==> src/rtl/burst_addr_pkg.sv <==
// Shared types for the burst address generator.
// Assumes: one operation is chosen per clock cycle.
package burst_addr_pkg;
    typedef enum logic [1:0] {
        OP_CLEAR   = 2'd0,
        OP_LOAD    = 2'd1,
        OP_ADVANCE = 2'd2,
        OP_HOLD    = 2'd3
    } addr_op_e;
endpackage

==> src/rtl/burst_op_decode.sv <==
// Priority decoder: turns the three active-low controls into one operation.
// Assumes: clear outranks load, and load outranks step.
module burst_op_decode
    import burst_addr_pkg::*;
(
    input  logic     clr_n,
    input  logic     strobe_n,
    input  logic     adv_n,
    output addr_op_e op
);
    // Select the highest-priority active control.
    always_comb begin
        if (!clr_n)         op = OP_CLEAR;
        else if (!strobe_n) op = OP_LOAD;
        else if (!adv_n)    op = OP_ADVANCE;
        else                op = OP_HOLD;
    end
endmodule

==> src/rtl/burst_addr_step.sv <==
// Modular incrementer: adds one to an address and wraps at 2**ADDR_W.
// Assumes: the carry out of the top bit is thrown away.
module burst_addr_step #(
    parameter int ADDR_W = 16
) (
    input  logic [ADDR_W-1:0] cur,
    output logic [ADDR_W-1:0] nxt
);
    localparam logic [ADDR_W-1:0] ONE = ADDR_W'(1);

    // Increment, with the wrap happening through truncation.
    always_comb nxt = cur + ONE;
endmodule

==> src/rtl/burst_addr_reg.sv <==
// Holding register for the address used in the last cycle.
// Assumes: synchronous active-low reset to zero.
module burst_addr_reg #(
    parameter int ADDR_W = 16
) (
    input  logic              clk,
    input  logic              rst_n,
    input  logic [ADDR_W-1:0] d,
    output logic [ADDR_W-1:0] q
);
    // Capture the address used in this cycle for the next one.
    always_ff @(posedge clk) begin
        if (!rst_n) q <= '0;
        else        q <= d;
    end
endmodule

==> src/rtl/burst_addr_gen.sv <==
// Per-port burst address generator.
// It chooses this cycle's RAM address from clear, load, step or hold and keeps a registered copy.
// Assumes: the controls are synchronous to clk; chip enables and byte selects are handled elsewhere.
module burst_addr_gen
    import burst_addr_pkg::*;
#(
    parameter int ADDR_W = 16
) (
    input  logic              clk,
    input  logic              rst_n,
    input  logic [ADDR_W-1:0] ext_addr,
    input  logic              strobe_n,
    input  logic              adv_n,
    input  logic              clr_n,
    output logic [ADDR_W-1:0] use_addr,
    output logic [ADDR_W-1:0] held_addr
);
    addr_op_e          op;
    logic [ADDR_W-1:0] stepped;

    burst_op_decode u_dec (
        .clr_n    (clr_n),
        .strobe_n (strobe_n),
        .adv_n    (adv_n),
        .op       (op)
    );

    burst_addr_step #(.ADDR_W(ADDR_W)) u_step (
        .cur (held_addr),
        .nxt (stepped)
    );

    // Same-cycle address select driven by the decoded operation.
    always_comb begin
        unique case (op)
            OP_CLEAR:   use_addr = '0;
            OP_LOAD:    use_addr = ext_addr;
            OP_ADVANCE: use_addr = stepped;
            default:    use_addr = held_addr;
        endcase
    end

    burst_addr_reg #(.ADDR_W(ADDR_W)) u_reg (
        .clk   (clk),
        .rst_n (rst_n),
        .d     (use_addr),
        .q     (held_addr)
    );
endmodule

==> config.mk <==
export PLATFORM = sky130hd
export DESIGN_NAME = burst_addr_gen
export DESIGN_NICKNAME = d
export VERILOG_FILES = /design/src/rtl/burst_addr_pkg.sv /design/src/rtl/burst_op_decode.sv /design/src/rtl/burst_addr_step.sv /design/src/rtl/burst_addr_reg.sv /design/src/rtl/burst_addr_gen.sv
export SDC_FILE = /design/constraint.sdc
export NUM_CORES = 1
export LEC_CHECK = 0
export BUFFER_PORTS_ARGS = -buffer_cell sky130_fd_sc_hd__buf_2
export CAP_MARGIN = 20
export CORE_MARGIN = 1.5
export CORE_UTILIZATION = 53
export CTS_BUF_LIST = sky130_fd_sc_hd__clkbuf_4 sky130_fd_sc_hd__clkbuf_8
export CTS_CLUSTER_DIAMETER = 30
export DETAILED_ROUTE_END_ITERATION = 10
export GPL_ROUTABILITY_DRIVEN = 1
export PLACE_DENSITY = 0.88
export SKIP_CTS_REPAIR_TIMING = 1
export SLEW_MARGIN = 25
export SYNTH_ARGS = -nofsm -noshare
export SYNTH_HDL_FRONTEND = slang
export SYNTH_SLANG_ARGS = --single-unit
==> constraint.sdc <==
create_clock -name clk -period 4 [get_ports clk]
set_input_delay 0.8 -clock clk [delete_from_list [all_inputs] [get_ports clk]]
set_output_delay 0.8 -clock clk [all_outputs]
set_load 0.1 [all_outputs]
======== After elaboration in Yosys (flattened, before gate mapping) ========
Cells that the tools add are included.
operators by class
  $add $sub $neg .......................... 1
  eq/ne operators ......................... 2
  mux-type cells .......................... 4
  reductions and logical operators ........ 1
operators by type and width
  cell                                                                    number
  16-bit case mux with 3 select lines                                     1
  16-bit by 1-bit adder with 16-bit output (second input constant)        1
  2-bit two-way mux                                                       2
  2-bit by 1-bit equality test with 1-bit output (second input constant)  1
  2-bit equality test (second input constant)                             1
  2-bit logical NOT                                                       1
  1-bit two-way mux                                                       1
word-level totals
  register bits after elaboration ......... 16
  output and inout port bits .............. 32
  word-level logic and storage cells ...... 9

======== Depth between registers and ports, before layout ========
Gate-level depths: netlist of the first run.
  word-level depth ........................ 5
  mapped depth ............................ 6
  depth with buffers taken out ............ 5

======== By module ========
A second synthesis of the first run with hierarchy kept.
unflattened totals
  cells, all modules ...................... 118
  area, all modules ....................... 1196.1 sq um
modules (own cells, without submodules)
  module           instances  cells an instance  area each (sq um)  seq. area each (sq um)
  burst_addr_reg   1          33                 446.7              320.3
  burst_addr_gen   1          39                 434.2              0.0
  burst_addr_step  1          43                 297.8              0.0
  burst_op_decode  1          3                  17.5               0.0

======== Worst setup path before layout of the first run ========
No wires, ideal clock.
  path type ............................... reg-to-output
  start point ............................. reg u_reg.q[0]
  end point ............................... out use_addr[12]
  arrival ................................. 4.886 ns
  data required time ...................... 3.200 ns
  setup slack ............................. -1.686 ns
  cell stages (with the launch flop) ...... 6
  buffers on the path ..................... 0
  cell sequence ........................... dfxtp_1 -> ha_1 -> nand4_1 -> nor2_1 -> a211oi_1 -> nor4_1
on the way
  word-level cells in the longest chain between the ends .. 2
RTL lines
  what                                      line                   text
  from (decl)                               burst_addr_reg.sv:9    output logic [ADDR_W-1:0] q
  from (signal assigned)                    burst_addr_reg.sv:13   if (!rst_n) q <= '0;
  from (signal assigned)                    burst_addr_reg.sv:14   else q <= d;
  16-bit by 1-bit adder with 16-bit output  burst_addr_step.sv:12  always_comb nxt = cur + ONE;
  16-bit case mux with 3 select lines       burst_addr_gen.sv:35   unique case (op)
  to (decl)                                 burst_addr_gen.sv:15   output logic [ADDR_W-1:0] use_addr,
Every way passes these cells.

======== Worst setup path in the final report of the first run ========
Same ends and word-level chain as after synthesis.

==> results.md, run 1 <==
- Final nets: approximately 230
- Largest net degree at the start of global routing: 21
- Logic pwr share: about two fifths
- Port bufs: 52
- Wire per inst: approximately 16 um
- Synthesized instance count: 154
- NetSw: ~230 uW
- GP Congestion: a little under 0.9
- FILL cells: 179
- Sequential-to-total area share from yosys stat: between 20% and 30%
- Fin. Hold Viols: 0
- CTS tree: built
- Arrival time at the worst endpoint: 2510 ps
- Syn_area_per_cell: 7.938 um2
- Mux cell area share after synthesis: under 10%
- First-pass iteration count of the detailed router: 6
- Layout cells sized above 1: between 30% and 40%
- Synth Register Bits: 16
- Worst Tran Pin Value: a little under 600 ps
- Multi-input gate area: roughly 900 um2
- Total GRT Usage: between 30% and 40%
- Final setup violation count: 0
- Fin crit period: around 3300 ps
- CTS Buf Count: 3
- Die footprint: around 0.0026 mm2
- Xor/xnor share of the synthesized area: under 10%
- Compound-Gate Fraction of Synth Area: between 15 and 20%
- EDFF count, synth: 0
- RSZ-0062 raised after global routing: false
- CTS Sinks: 16
- Critical path class: reg -> out
- Status: completed
- Main area contributors after synthesis: dfxtp_1, mux2i_1, nor2_1
- Clock latency on the worst-skew pair: 290 ps
- Synth top area share: 26.20%
- Clk root buf: clkbuf_4
- Rows: 17
- Bufs on Longest Clock Path: 2
- Worst Path Max Fanout: 5
- Vias in the first global route: 1,397
- PwrDens: around 310 mW/mm2
- Area growth syn-to-layout: 29.68%
- VDD IR max: 0.2523 mV
- Top flop regs: u_reg.q (16)
- # diodes: 0
- Initial drt markers: slightly above 40
- Post-synth ARST share: 0%
- Cell Area, Synth: 0.001222 mm2
- CP Capture Type: primary output
- Startpoint Class: flop
- Post-DP HPWL: ~2.7 mm
- Initial antenna violation count: 0
- Starting Density: 55.80%
- Clock Power Share: 22.9%
- Io pins: 53
- Hold crit path type: reg -> reg
- Top FF cell, synth: dfxtp_1
- DRC viols: 0
- Setup TNS Final: 0 ps
- Via density: between 6 and 7
- Slew HR: 61.48%
- WL final: ~3.6 mm
- Sequential share of power: 35.8%
- Max_cap viols: 0
- Via count: 1,428
- Number of nets still failing antenna checks after routing: 0
- Core box area: 0.002191 mm2
- Chip width: 51.03 um
- Placed cells: roughly 230
- Grt total ovfl: 0
- Fin. max-slew vios: 0
- Clock-pin slew on the worst setup and hold paths: 100 ps
- Synth Area in Simple Gates: about two fifths
- Main combinational cell family by area after synthesis: simple AND/OR/NAND/NOR gates
- P_int: around 260 uW
- Clock skew: ~1.1 ps
- Critical Path RT: ~3200 ps
- Finished Layout Cells: approximately 230
- H-tree Lvls: 1
- Switch share: approximately 47%
- Synth warnings: 0
- LEAKAGE: ~0.00067 uW
- Mapped Nets: about 180
- Adder-cell area share of the yosys netlist: 1.024%
- Netlist cell types: 45
- Number of flip-flops in the largest register: 16
- Fmax: 302.0 MHz
- Sequential cell area: between 300 and 400 um2
- Die H: roughly 50 um
- Synth top cells by count: dfxtp_1, nor2_1, a21oi_1, mux2i_1, nand2_1
- Post-synth top area cell: dfxtp_1
- Top reg by flops: u_reg.q
- First-pass GRT wire length: around 6.2 mm
- Final worst path period share: between 80% and 90%
==> through the flow <==
stage	area, um2	worst slack (ps)	hold WS, ps	power, uW	utilization [%]
floorplan	1277	-517.9	921.7	346.5	-
global placement	1549	788.0	642.8	381.1	70.70
detailed placement	1549	764.7	649.6	384.3	70.70
CTS	1585	733.7	667.6	496.2	72.36
global route	1585	562.4	742.3	517.1	72.36
finish	1585	689.2	678.9	495.2	72.36
==> final timing paths <==
kind	from	to	slack, ps	cells after the start
worst min-delay path	u_reg.q[6]	u_reg.q[6]	680	2
worst min register to register	u_reg.q[6]	u_reg.q[6]	680	2
worst max-delay path	u_reg.q[0]	use_addr[12]	690	6
worst max register to register	u_reg.q[0]	u_reg.q[14]	2060	5
==> critical path: stages (launching register included) <==
cell      delay, ps
dfxtp_1         480
ha_1            270
nand4_1         290
nor2_1          290
a211oi_1        150
nor4_2          260
buf_2           460
==> layout by cell type (no fill, tap or decap), drive strengths merged, types with 5 or more instances in the layout <==
| master | netlist | layout |
|---|---|---|
| nand2 | 8 | 8 |
| nor4 | 7 | 7 |
| mux2i | 8 | 8 |
| and2 | 5 | 5 |
| nand4 | 5 | 5 |
| nor3 | 6 | 6 |
| dfxtp | 16 | 16 |
| a31oi | 5 | 5 |
| nand3 | 6 | 6 |
| a211oi | 6 | 6 |
| o21ai | 6 | 6 |
| a21oi | 8 | 8 |
| inv | 7 | 7 |
| nor2 | 17 | 17 |
| buf | 5 | 53 |
==> final cells by class <==
class                           count  area share [%]
Inverter                            7           1.657
Sequential cell                    16           20.21
Clock buffer                        4           2.289
Multi-Input combinational cell    124           56.75
Tap cell                           28           2.210
Timing Repair Buffer               53           16.89
==> kinds of logic after synthesis <==
| group | count (synthesis) |
|---|---|
| AOI/OAI and AO/OA | 37 |
| muxes | 8 |
| DFF | 16 |
| adders and majority gates | 1 |
| xor gates and xnor gates | 5 |
| and+or+nand+nor | 73 |
| buffers and inverters | 14 |
==> power groups by stage <==
stage | logic [uW] | registers (uW) | clock network [uW]
floorplan | 124 | 223 | 0
global placement | 201 | 180 | 0
detailed placement | 204 | 180 | 0
CTS | 205 | 177 | 115
global route | 215 | 179 | 124
finish | 205 | 177 | 113
==> layer usage <==
metal	vias up	share of wire, %	global-route usage (%)	wire (um)
li1	685	-	-	-
met1	665	43	40.58	1564
met2	72	48	52.81	1755
met3	6	7.1	3.509	258
met4	0	1.7	13.51	62
met5	-	0	0	0
No activity file was read; power rests on OpenSTA's default activity.
==> run 2, diff against run 1 <==
- CORE_UTILIZATION: 53 -> 49
- PLACE_DENSITY: 0.88 -> 0.82
- clock period: 4 -> 3.1 ns (I/O delays scaled with it)
==> results.md, run 2 (synthesis gave the netlist of run 1 again) <==
- First-pass iteration count of the detailed router: 4 (was 6)
- Fin. max-slew vios: 0 (unchanged)
- Launching point of the worst reg2reg path: u_reg.q[0] (unchanged)
- Layout cells sized above 1: 44.12% (was 37.25%)
- Hold crit path type: in -> reg (was reg -> reg)
- Top flop regs: u_reg.q (16) (unchanged)
- FF-to-FF End: u_reg.q[14] (unchanged)
- Logic pwr share: 45.3% (was 41.4%)
- Port bufs: 52 (unchanged)
- Via count: 1,451 (was 1,428)
- Clock latency on the worst-skew pair: 300 ps (was 290 ps)
- PwrDens: 368.3 mW/mm2 (was 312.4 mW/mm2)
- Final setup violation count: 0 (unchanged)
- Met3 WL post-DR: 267 um (was 258 um)
- P_int: 328.5 uW (was 262.0 uW)
- Overall power: 634.6 uW (was 495.2 uW)
- Clk root buf: clkbuf_4 (unchanged)
- Final worst setup slack: 180.5 ps (was 689.2 ps)
- Starting Density: 53.71% (was 55.80%)
- Sequential share of power: 36.2% (was 35.8%)
- Die H: 52.95 um (was 51.03 um)
- CTS Buf Count: 3 (unchanged)
- Bufs on Longest Clock Path: 2 (unchanged)
- Clock skew: 14.14 ps (was 1.140 ps)
- Initial antenna violation count: 0 (unchanged)
- Worst slack, placed: 367.3 ps (was 764.7 ps)
- Rows: 17 (unchanged)
- Clock-pin slew on the worst setup and hold paths: 90 ps (was 100 ps)
- Source of the critical timing path: u_reg.q[0] (unchanged)
- Io pins: 53 (unchanged)
- Core box area: 0.002276 mm2 (was 0.002191 mm2)
- Commonest non-fill, non-tap cell in the layout: buf_2 (unchanged)
- WL final: 3.684 mm (was 3.642 mm)
- Final nets: 228 (was 227)
- Highest metal used: met4 (unchanged)
- Switch share: 48.24% (was 47.10%)
- H-tree Lvls: 1 (unchanged)
- CP endpoint: use_addr[14] (was use_addr[12])
- CTS Sinks: 16 (unchanged)
- Detail Route met2 WL: 1.816 mm (was 1.755 mm)
- Fmax: 342.5 MHz
- Sequential cell area: 334.1 um2 (was 320.3 um2)
- Fin. Hold Viols: 0 (unchanged)
- Multi-input gate area: 952.2 um2 (was 899.6 um2)
- VDD IR max: 0.3702 mV (was 0.2523 mV)
- Finished Layout Cells: 232 (unchanged)
- Slew HR: 50.85% (was 61.48%)
- Grt total ovfl: 0 (unchanged)
- DRC viols: 0 (unchanged)
- First-pass GRT wire length: 6.009 mm (was 6.216 mm)
- RSZ-0062 raised after global routing: false (unchanged)
- # diodes: 0 (unchanged)
- Most frequent cells in the layout: buf_2, nor2_1, dfxtp_2, nand2_1, mux2i_1 (was buf_2, dfxtp_1, nor2_1, nand2_1, mux2i_1)
- Status: completed (unchanged)
- Max_cap viols: 0 (unchanged)
- Top reg by flops: u_reg.q (unchanged)
- Post-DP HPWL: 2.824 mm (was 2.741 mm)
- WHS: 635.1 ps (was 678.9 ps)
- Initial drt markers: 57 (was 41)
- R2R depth: 5 (unchanged)
- FILL cells: 182 (was 179)
- Die footprint: 0.002803 mm2 (was 0.002604 mm2)
- Area growth syn-to-layout: 40.94% (was 29.68%)
- Worst Path Max Fanout: 5 (unchanged)
- Placed cells: 229 (was 228)
- CTS tree: built (unchanged)
- Largest net degree at the start of global routing: 24 (was 21)
- Fin crit period: around 2900 ps
- GP Congestion: 0.8631 (was 0.8867)
- LEAKAGE: 0.0006936 uW (was 0.0006691 uW)
- Worst Tran Pin Value: 736.4 ps (was 577.2 ps)
- NetSw: 306.1 uW (was 233.3 uW)
- Critical Path RT: 2480 ps (was 3200 ps)
- Critical path class: reg -> out (unchanged)
- Chip width: 52.95 um (was 51.03 um)
- Clock Power Share: 18.5% (was 22.9%)
- Via density: 6.254 (was 6.155)
- R2R setup slack: 1250 ps (was 2060 ps)
- Total GRT Usage: 28.64% (was 31.48%)
- Vias in the first global route: 1,401 (was 1,397)
- CP Capture Type: primary output (unchanged)
- Startpoint Class: flop (unchanged)
- Final worst path period share: between 90% and 100%
- Number of nets still failing antenna checks after routing: 0 (unchanged)
- Arrival time at the worst endpoint: 2300 ps (was 2510 ps)
- Met1 wire length: 1.472 mm (was 1.564 mm)
- Number of flip-flops in the largest register: 16 (unchanged)
- Wire per inst: 15.88 um (was 15.70 um)
==> run 2: power groups by stage <==
stage	combinational, uW	clock (uW)	sequential [uW]
finish	287	118	230
global route	298	125	231
CTS	287	115	230
detailed placement	286	0	234
global placement	282	0	234
floorplan	168	0	289
==> run 2: worst min path at each step <==
stage,start,endpoint,slack [ps],cells past startpoint
6_report,ext_addr[3],u_reg.q[3],640,3
5_1_grt,ext_addr[3],u_reg.q[3],630,3
4_1_cts,ext_addr[3],u_reg.q[3],630,3
3_5_place_dp,u_reg.q[6],u_reg.q[6],620,2
3_3_place_gp,u_reg.q[6],u_reg.q[6],600,2
2_1_floorplan,rst_n,u_reg.q[1],740,1
==> run 2: per-layer routing <==
layer | up-vias | track usage (%)
met5 | - | 0
met4 | 0 | 11.54
met3 | 18 | 6.780
met2 | 68 | 50.21
met1 | 682 | 33.10
li1 | 683 | -
==> run 2: final cells by class <==
| type | instances | area share, % |
|---|---|---|
| multi-input cells | 124 | 55.27 |
| repair buffers | 54 | 20.48 |
| flip-flops and latches | 16 | 19.39 |
| well taps | 28 | 2.033 |
| inverters | 7 | 1.525 |
| clock buffers | 3 | 1.307 |
==> run 2: critical path: stages, from the launching register on <==
cell and delay, ps:
dfxtp_2 410, ha_1 240, nand4_1 240, nor4_2 420, mux2i_1 190, nor2_4 90, buf_2 420
==> run 2: through the flow <==
stage | setup TNS (ps) | util (%) | instance area, um2
6_report | 0 | 75.70 | 1723
5_1_grt | 0 | 75.70 | 1723
4_1_cts | 0 | 75.59 | 1720
3_5_place_dp | 0 | 74.60 | 1698
3_3_place_gp | 0 | 74.60 | 1698
2_1_floorplan | -157.9 | - | 1344
==> run 3, diff against run 2 <==
- ABC_AREA: unset -> 1
==> results.md, run 3 <==
- Status: completed (unchanged)
- Detail Route met2 WL: 1.411 mm (was 1.816 mm)
- Synthesized instance count: 188 (was 154)
- Critical path class: reg -> out (unchanged)
- Final nets: 266 (was 228)
- Die H: 52.87 um (was 52.95 um)
- Via density: 4.985 (was 6.254)
- CP Capture Type: primary output (unchanged)
- Final setup violation count: 0 (unchanged)
- Worst Hold Depth: 2 (was 3)
- Hold Path End: u_reg.q[6] (was u_reg.q[3])
- Final core utilization: 67.40% (was 75.70%)
- Clock skew: 1.352 ps (was 14.14 ps)
- Wire per inst: 10.95 um (was 15.88 um)
- Fin. max-slew vios: 0 (unchanged)
- Via count: 1,346 (was 1,451)
- Overall power: 580.2 uW (was 634.6 uW)
- Max_cap viols: 0 (unchanged)
- Chip width: 52.87 um (was 52.95 um)
- Post-synth ARST share: 0% (unchanged)
- Area growth syn-to-layout: 25.87% (was 40.94%)
- First-pass GRT wire length: 4.774 mm (was 6.009 mm)
- FF-to-FF End: u_reg.q[12] (was u_reg.q[14])
- Layout cells sized above 1: 37.60% (was 44.12%)
- VDD IR max: 0.2748 mV (was 0.3702 mV)
- Rows: 17 (unchanged)
- Final worst path period share: 85.01% (was 94.18%)
- Delay-heaviest family, CP: simple AND/OR/NAND/NOR gates (unchanged)
- Top flop regs: u_reg.q (16) (unchanged)
- CTS Buf Count: 3 (unchanged)
- H-tree Lvls: 1 (unchanged)
- Cell Area, Synth: 0.001219 mm2 (was 0.001222 mm2)
- DRC viols: 0 (unchanged)
- Clock latency on the worst-skew pair: 290 ps (was 300 ps)
- Sequential-to-total area share from yosys stat: 26.28% (was 26.20%)
- Number of nets still failing antenna checks after routing: 0 (unchanged)
- Largest net degree at the start of global routing: 14 (was 24)
- EDFF count, synth: 0 (unchanged)
- Critical Path RT: 2480 ps (about the same)
- Clock-pin slew on the worst setup and hold paths: 90 ps (about the same)
- Compound-Gate Fraction of Synth Area: 11.81% (was 19.86%)
- Fmax: 379.5 MHz (was 342.5 MHz)
- Syn_area_per_cell: 6.482 um2 (was 7.938 um2)
- Adder-cell area share of the yosys netlist: 1.027% (was 1.024%)
- Number of flip-flops in the largest register: 16 (unchanged)
- Crit-path max cell delay: 410 ps (was 420 ps)
- CTS Sinks: 16 (unchanged)
- Slew HR: 67.52% (was 50.85%)
- Setup TNS Final: 0 ps (unchanged)
- Highest metal used: met4 (unchanged)
- Netlist cell types: 28 (was 45)
- Xor/xnor share of the synthesized area: 0.7187% (was 3.582%)
- Cell mode on critical path: nand2_1
- Io pins: 53 (unchanged)
- Top FF cell, synth: dfxtp_1 (unchanged)
- First-pass iteration count of the detailed router: 4 (unchanged)
- Commonest non-fill, non-tap cell in the layout: nand2_1 (was buf_2)
- Met3 WL post-DR: 158 um (was 267 um)
- Crit path buffers/inverters: 2 (was 1)
- PwrDens: 378.2 mW/mm2 (was 368.3 mW/mm2)
- CP Depth: 10 (was 6)
- Post-DP HPWL: 2.410 mm (was 2.824 mm)
- Total GRT Usage: 22.46% (was 28.64%)
- Worst hold start: u_reg.q[6] (was ext_addr[3])
- Worst Tran Pin Value: 490.5 ps (was 736.4 ps)
- Fin. Hold Viols: 0 (unchanged)
- # diodes: 0 (unchanged)
- Starting Density: 53.55% (was 53.71%)
- Mux cell area share after synthesis: 0% (was 6.551%)
- Synth Register Bits: 16 (unchanged)
- R2R depth: 10 (was 5)
- Fin crit period: 2635 ps (was 2919 ps)
- LEAKAGE: 0.0008433 uW (was 0.0006936 uW)
- Placed cells: 267 (was 229)
- CTS tree: built (unchanged)
- Grt total ovfl: 0 (unchanged)
- Port bufs: 52 (unchanged)
- Launching point of the worst reg2reg path: u_reg.q[1] (was u_reg.q[0])
- Finished Layout Cells: 270 (was 232)
- Bufs on Longest Clock Path: 2 (unchanged)
- Worst Path Max Fanout: 5 (unchanged)
- GP Congestion: 0.8911 (was 0.8631)
- Initial antenna violation count: 0 (unchanged)
- Top reg by flops: u_reg.q (unchanged)
- Startpoint Class: flop (unchanged)
- R2R setup slack: 1660 ps (was 1250 ps)
- Source of the critical timing path: u_reg.q[1] (was u_reg.q[0])
- Count leader, synth: nand2_1
- Die footprint: 0.002795 mm2 (was 0.002803 mm2)
- Clk root buf: clkbuf_4 (unchanged)
- Synth warnings: 0 (unchanged)
- Arrival time at the worst endpoint: 2020 ps (was 2300 ps)
- WL final: 2.956 mm (was 3.684 mm)
- Main area contributors after synthesis: dfxtp_1, nand2_1, nand3_1 (was dfxtp_1, mux2i_1, nor2_1)
- Hold crit path type: reg -> reg (was in -> reg)
- Post-synth top area cell: dfxtp_1 (unchanged)
- Mapped Nets: 210 (was 176)
- Crit path cell chain: ha_1 > nand2_2 > nor2_4 > nand2_4 > o21ai_2 > nand3_1 > nand2_1 > nand2_1 > inv_1 > buf_2 (was ha_1 > nand4_1 > nor4_2 > mux2i_1 > nor2_4 > buf_2)
- Synth top area share: 26.28% (was 26.20%)
- Synth Area in Simple Gates: 50.82% (was 38.08%)
- Met1 wire length: 1.375 mm (was 1.472 mm)
- Synth top cells by count: nand2_1, inv_1, nand3_1 (was dfxtp_1, nor2_1, a21oi_1, mux2i_1, nand2_1)
- Initial drt markers: 28 (was 57)
- RSZ-0062 raised after global routing: false (unchanged)
- Vias in the first global route: 1,150 (was 1,401)
- Main combinational cell family by area after synthesis: simple AND/OR/NAND/NOR gates (unchanged)
- Core box area: 0.002276 mm2 (unchanged)
- Most frequent cells in the layout: nand2_1, buf_2, inv_1, nand3_1, dfxtp_1 (was buf_2, nor2_1, dfxtp_2, nand2_1, mux2i_1)
- Critical path's slowest cell: buf_2 (was nor4_2)
==> run 3: cell count changes after synthesis, sizes merged, moves of 4 or more <==
cell	delta
a211oi	-6
nand2	+54
nor4	-7
nor3	-5
mux2i	-8
inv	+17
xnor2	-4
nor2	+5
nand3	+20
==> run 3: through the flow <==
stage                     worst slack, ps  hold WS (ps)  cell area (um2)
final                               464.6         569.5             1534
after global placement              570.6         549.2             1511
after CTS                           464.1         569.4             1534
after global routing                322.5         610.5             1534
after floorplan                     17.79         717.6             1221
after detailed placement            552.3         554.5             1511
==> run 3: worst max path at each step <==
stage	to	slack [ps]
5_1_grt	use_addr[12]	320
4_1_cts	use_addr[12]	460
6_report	use_addr[12]	460
2_1_floorplan	use_addr[7]	20
3_3_place_gp	use_addr[5]	570
3_5_place_dp	use_addr[9]	550
==> run 3: worst reg2reg max path, stage by stage, from the launching register on <==
cell and delay, ps:
dfxtp_2 390, ha_1 220, nand2_2 90, nor2_4 130
nand2_4 90, nor2_1 90, nand2_1 60, nand3_1 80
nand2_1 50, nand2_1 70, nor2_1 40
==> run 3: final cells by class <==
cell class,count,area [um2]
Clock buffer,3,22.52
Sequential cell,16,322.8
Multi-Input combinational cell,144,784.5
Tap cell,28,35.03
Inverter,25,93.84
Timing Repair Buffer,54,275.3
Fill cell,219,742.0
==> run 3: per-layer routing <==
| layer | vias to the layer above | track usage [%] |
|---|---|---|
| met2 | 43 | 37.08 |
| met1 | 587 | 30.76 |
| li1 | 714 | - |
| met3 | 2 | 3.955 |
| met4 | 0 | 3.846 |
| met5 | - | 0 |
==> run 3: where the power goes <==
part | switching, uW | internal (uW) | total [uW]
combinational | 201 | 40.5 | 242
sequential | 11.9 | 214 | 226
clock | 67.4 | 45.2 | 113
total | 280 | 300 | 580
==> run 3: kinds of logic (layout without fill, tap and decap cells) <==
family	Yosys count	in the layout
adder cells (fa/ha/maj)	1	1
XOR/XNOR	1	1
buffers and inverters	28	82
flip-flops	16	16
AO/OA/AOI/OAI	22	22
AND/OR/NAND/NOR	120	120
